$ cat config.mk
export PLATFORM = sky130hd
export DESIGN_NAME = frt_dual_cmp
export DESIGN_NICKNAME = d
export VERILOG_FILES = /design/src/rtl/frt_dual_cmp.sv
export SDC_FILE = /design/constraint.sdc
export NUM_CORES = 1
export LEC_CHECK = 0
export CORE_MARGIN = 8
export CORE_UTILIZATION = 60
export CTS_CLUSTER_DIAMETER = 150
export DETAILED_ROUTE_END_ITERATION = 8
export PLACE_DENSITY_LB_ADDON = 0.3
export SKIP_CTS_REPAIR_TIMING = 1
export SLEW_MARGIN = 15
export SYNTH_ARGS = -nofsm -noshare
export SYNTH_HDL_FRONTEND = slang
export SYNTH_SLANG_ARGS = --single-unit
$ cat constraint.sdc
create_clock -name clk -period 3.55 [get_ports clk]
set_input_delay 0.71 -clock clk [delete_from_list [all_inputs] [get_ports clk]]
set_output_delay 0.71 -clock clk [all_outputs]
set_load 0.03 [all_outputs]
$ cat src/rtl/frt_dual_cmp.sv
module frt_dual_cmp #(
  parameter int CW    = 16,
  parameter int AW    = 3,
  parameter int VW    = 5,
  parameter int VEC_A = 16,
  parameter int VEC_B = 17,
  parameter int VEC_O = 18
) (
  input  logic          clk,
  input  logic          rst_n,
  input  logic          tick,
  input  logic [AW-1:0] bus_addr,
  input  logic          bus_we,
  input  logic [CW-1:0] bus_wdata,
  output logic [CW-1:0] bus_rdata,
  input  logic          irq_ack,
  output logic          irq_valid,
  output logic [VW-1:0] irq_vector
);
  localparam logic [AW-1:0] A_CNT = AW'(0);
  localparam logic [AW-1:0] A_CMA = AW'(1);
  localparam logic [AW-1:0] A_CMB = AW'(2);
  localparam logic [AW-1:0] A_STS = AW'(3);
  localparam logic [AW-1:0] A_ENA = AW'(4);
  localparam logic [CW-1:0] ALL1  = {CW{1'b1}};

  logic [CW-1:0] cnt, cmp_a, cmp_b;
  logic [2:0]    flags, en;
  logic          clr_on_a;

  logic wr_cnt, wr_sts, run;
  logic hit_a, hit_b, hit_o, clr_now;
  logic [2:0] evt, req;
  logic [2:0] flags_nx;
  logic [VW-1:0] vec_nx;
  logic wdata_unused;

  assign wdata_unused = ^bus_wdata[CW-1:4];

  assign wr_cnt  = bus_we && bus_addr == A_CNT;
  assign wr_sts  = bus_we && bus_addr == A_STS;
  assign run     = tick && !wr_cnt;
  assign hit_a   = run && cnt == cmp_a;
  assign hit_b   = run && cnt == cmp_b;
  assign clr_now = hit_a && clr_on_a;
  assign hit_o   = run && !clr_now && cnt == ALL1;
  assign evt     = {hit_o, hit_b, hit_a};
  assign req     = evt & en;

  always_comb begin
    flags_nx = wr_sts ? (flags & bus_wdata[2:0]) : flags;
    flags_nx = flags_nx | evt;
  end

  always_comb begin
    vec_nx = VW'(VEC_A);
    if (req[2])      vec_nx = VW'(VEC_O);
    else if (req[1]) vec_nx = VW'(VEC_B);
  end

  always_ff @(posedge clk) begin
    if (!rst_n) begin
      cnt      <= '0;
      cmp_a    <= ALL1;
      cmp_b    <= ALL1;
      flags    <= '0;
      clr_on_a <= 1'b0;
      en       <= '0;
    end else begin
      if (wr_cnt)       cnt <= bus_wdata;
      else if (clr_now) cnt <= '0;
      else if (run)     cnt <= cnt + 1'b1;
      if (bus_we && bus_addr == A_CMA) cmp_a <= bus_wdata;
      if (bus_we && bus_addr == A_CMB) cmp_b <= bus_wdata;
      if (bus_we && bus_addr == A_ENA) en    <= bus_wdata[2:0];
      if (wr_sts) clr_on_a <= bus_wdata[3];
      flags <= flags_nx;
    end
  end

  always_ff @(posedge clk) begin
    if (!rst_n) begin
      irq_valid  <= 1'b0;
      irq_vector <= '0;
    end else if (!irq_valid || irq_ack) begin
      irq_valid <= |req;
      if (|req) irq_vector <= vec_nx;
    end
  end

  always_comb begin
    case (bus_addr)
      A_CNT:   bus_rdata = cnt;
      A_CMA:   bus_rdata = cmp_a;
      A_CMB:   bus_rdata = cmp_b;
      A_STS:   bus_rdata = CW'({clr_on_a, flags});
      A_ENA:   bus_rdata = CW'(en);
      default: bus_rdata = '0;
    endcase
  end

  a_r1_hold: assert property (@(posedge clk) disable iff (!rst_n)
    (!tick && !wr_cnt) |=> $stable(cnt));

  a_r3_clear: assert property (@(posedge clk) disable iff (!rst_n)
    (run && cnt == cmp_a && clr_on_a) |=> (cnt == '0 && flags[0]));

  a_r4_b_no_clear: assert property (@(posedge clk) disable iff (!rst_n)
    (run && cnt == cmp_b && cnt != cmp_a) |=> cnt == CW'($past(cnt) + 1'b1));

  a_r5_wrap: assert property (@(posedge clk) disable iff (!rst_n)
    (run && cnt == ALL1 && !(clr_on_a && cmp_a == ALL1)) |=> flags[2]);

  a_r8_sticky: assert property (@(posedge clk) disable iff (!rst_n)
    (flags[0] && !wr_sts) |=> flags[0]);

  a_r9_held: assert property (@(posedge clk) disable iff (!rst_n)
    (irq_valid && !irq_ack) |=> (irq_valid && $stable(irq_vector)));

  a_r6_vec_range: assert property (@(posedge clk) disable iff (!rst_n)
    irq_valid |-> (irq_vector == VW'(VEC_A) || irq_vector == VW'(VEC_B) ||
                   irq_vector == VW'(VEC_O)));
endmodule

==> reports/metrics.yaml, run 1 <==
clocking:
  clkTransAtPathRegs_ps: 70
  clkSinkCount: 59
  cts-root-buf: "clkbuf_8"
  clockBufferDepth: 2
  tritoncts: "yes"
  cts_inserted_buffers: 9
  clkLatencyLatePin_ps: 340
  htree_num_levels: 3
sta:
  post-route-min-period_ps: 3250
  rsz0062_at_grt: "false"
  fmax_mhz: 308
  finalHoldViolations: 0
  period_share: 0.915
  slew_headroom: 0.379
  setup_viol: 0
  tightest_slew_ps: 923
  whs_ps: 479
  worst_slack_ps: 301
  skew_ps: 4.39
  drv_slew: 0
  finalSetupTns_ps: 0
global_routing:
  grt-ovfl-total: 0
  grt_use_total: 0.234
  grt_pass1_wl_um: 15900
  grt_pass1_vias: 3225
  grt_max_degree: 34
  antenna_found_initial: 0
run_status:
  status: "complete, no violations"
floorplanning:
  core_area_sq_um: 5780
  io_pins: 46
  start_util: 0.608
  dieArea_sq_um: 8570
  rows: 28
  die_w_um: 92.6
  fp.dieH_um: 92.6
critical_path:
  crit_arrival_ps: 2540
  worstSetupStartpointType: "input port"
  cp_max_fo: 4
  cp.required_ps: 2840
  crit_path_top_delay_cell: "clkdlybuf4s50_1"
  crit_top_cell: "clkdlybuf4s50_1"
  crit_chain: "clkdlybuf4s50_1 > mux4_2 > nor2b_1 > clkdlybuf4s50_1"
  worstSetupPathType: "in -> out"
  crit_path_end_kind: "primary output"
  critPathMaxStageDelay_ps: 610
detailed_routing:
  dr.pass1.iters: 4
  detail_route.vias_per_cell: 5.95
  drt_iter0_markers: 259
  wl_per_cell_um: 17.1
  drc: 0
  wl_um: 9770
  vias: 3389
  antenna_left: 0
logic_synthesis:
  synth_area_leader_cell: "dfxtp_1"
  ys_top_cells_by_count: "nand2_1, dfxtp_1, nand3_1"
  synth_flop_cell: "dfxtp_1"
  yosys_warnings: 0
  syn_area_per_cell_sq_um: 7.48
  ys_seq_area_frac: 0.336
  synthArstFlopShare: 0
  post-synth-top-count-cell: "nand2_1"
  synth_edf_count: 0
  synth-seq-cells: 59
  syn_area_sq_um: 3520
  ys_types: 37
  synth_top_area_frac: 0.336
  synthCells: 470
  synth.area.top_cells: "dfxtp_1, xnor2_1, nand2_1"
placement:
  placed_cells_incl_taps: 554
  io_buffers: 43
  post_dp_cell_area_sq_um: 3890
  dp_hpwl_um: 6810
  gp_congestion: 0.915
  place_ws_ps: 282
pwr:
  power_leakage_nw: 1.62
  p_comb_frac: 0.163
  p_clk_frac: 0.370
  ir_drop_v: 0.000221
  switching_share: 0.289
  finalPower_mw: 1.52
  p_per_area_nw_per_um2: 375
  p_int_mw: 1.08
  power.share.sequential: 0.467
  p_sw_mw: 0.439
cells_and_area:
  final_area_sq_um: 4060
  instances_no_fill: 570
  layout.nets: 515
  drive_gt1_frac: 0.0929
  postLayoutCoreUtil: 0.702
  area_delta_synth_final_pct: 15.4
  antennaDiodeCount: 0
run:
  drv_cap: 0
min_path:
  hp-class: "reg -> reg"
==> layer usage <==
layer  global-route usage  vias up  wire, um
li1                     -     1606         -
met1                0.288     1602      4210
met2                0.378      153      4550
met4                0.123        0       312
met3               0.0461       28       700
met5                    0        -         0
==> state kept, by name, summed over array words and instances (netlist names) <==
signal / cells
cmp_b: 16
clr_on_a: 1
flags: 3
cnt: 16
irq_vector: 3
irq_valid: 1
en: 3
cmp_a: 16
==> final timing paths <==
check / startpoint / to / slack (ps) / cells after the start
max: bus_addr[1] / bus_rdata[3] / 300 / 4
min: irq_vector[4]$_SDFFE_PN0P_ / irq_vector[4]$_SDFFE_PN0P_ / 480 / 2
max reg2reg: cnt[0]$_SDFFE_PN0P_ / irq_vector[0]$_SDFFE_PN0P_ / 1220 / 7
min reg2reg: irq_vector[4]$_SDFFE_PN0P_ / irq_vector[4]$_SDFFE_PN0P_ / 480 / 2
==> cells by family after synthesis <==
logic type | share of synthesized area
AOI/OAI and AO/OA | 0.100
xor gates and xnor gates | 0.115
adders and majority gates | 0.00356
buffers and inverters | 0.0601
DFF | 0.336
muxes | 0.0697
other | 0.00107
and+or+nand+nor | 0.315
==> cells in the final DEF (no fill, tap or decap), drive strengths merged, types with 2 or more instances in the layout <==
master and instances:
nand2 81, dfxtp 59, nand3 42, nor2 36
xnor2 36, a21oi 30, clkdlybuf4s50 28, o21ai 26
buf 25, mux2i 20, and2 19, nor3b 15
clkbuf 14, xor2 10, nor2b 9, nand4 9
inv 5, and3 5, nor3 5, mux4 2
nand2b 2, a21boi 2, a31o 2, conb 2
clkinv 2
==> final cells by class <==
class / instances / area (sq um)
Clock buffer: 14 / 163
Inverter: 5 / 18.8
Clock inverter: 2 / 10.0
Fill cell: 491 / 1720
Timing Repair Buffer: 53 / 465
Sequential cell: 59 / 1180
Tap cell: 75 / 93.8
Multi-Input combinational cell: 362 / 2130
==> power by group through the flow <==
stage	registers (mW)	clock network (mW)	logic, mW
CTS	0.710	0.560	0.248
global placement	0.723	0	0.243
finish	0.710	0.562	0.248
global route	0.712	0.595	0.269
detailed placement	0.724	0	0.246
floorplan	0.709	0	0.171
==> worst max-delay path, delay by kind of cell <==
| family | cells | cell delay [ps] |
|---|---|---|
| simple gates | 1 | 140 |
| mux | 1 | 510 |
| buf+inv | 2 | 1170 |
No activity file was read; power rests on OpenSTA's default activity.
==> inputs of run 2 (changes only) <==
--- a/config.mk
+++ b/config.mk
@@ -5,6 +5,7 @@
 export SDC_FILE = /design/constraint.sdc
 export NUM_CORES = 1
 export LEC_CHECK = 0
+export CAP_MARGIN = 20
 export CORE_MARGIN = 8
 export CORE_UTILIZATION = 60
 export CTS_CLUSTER_DIAMETER = 150
==> results of run 2 <==
Final layout, timing and power as in run 1 (identical DEF).
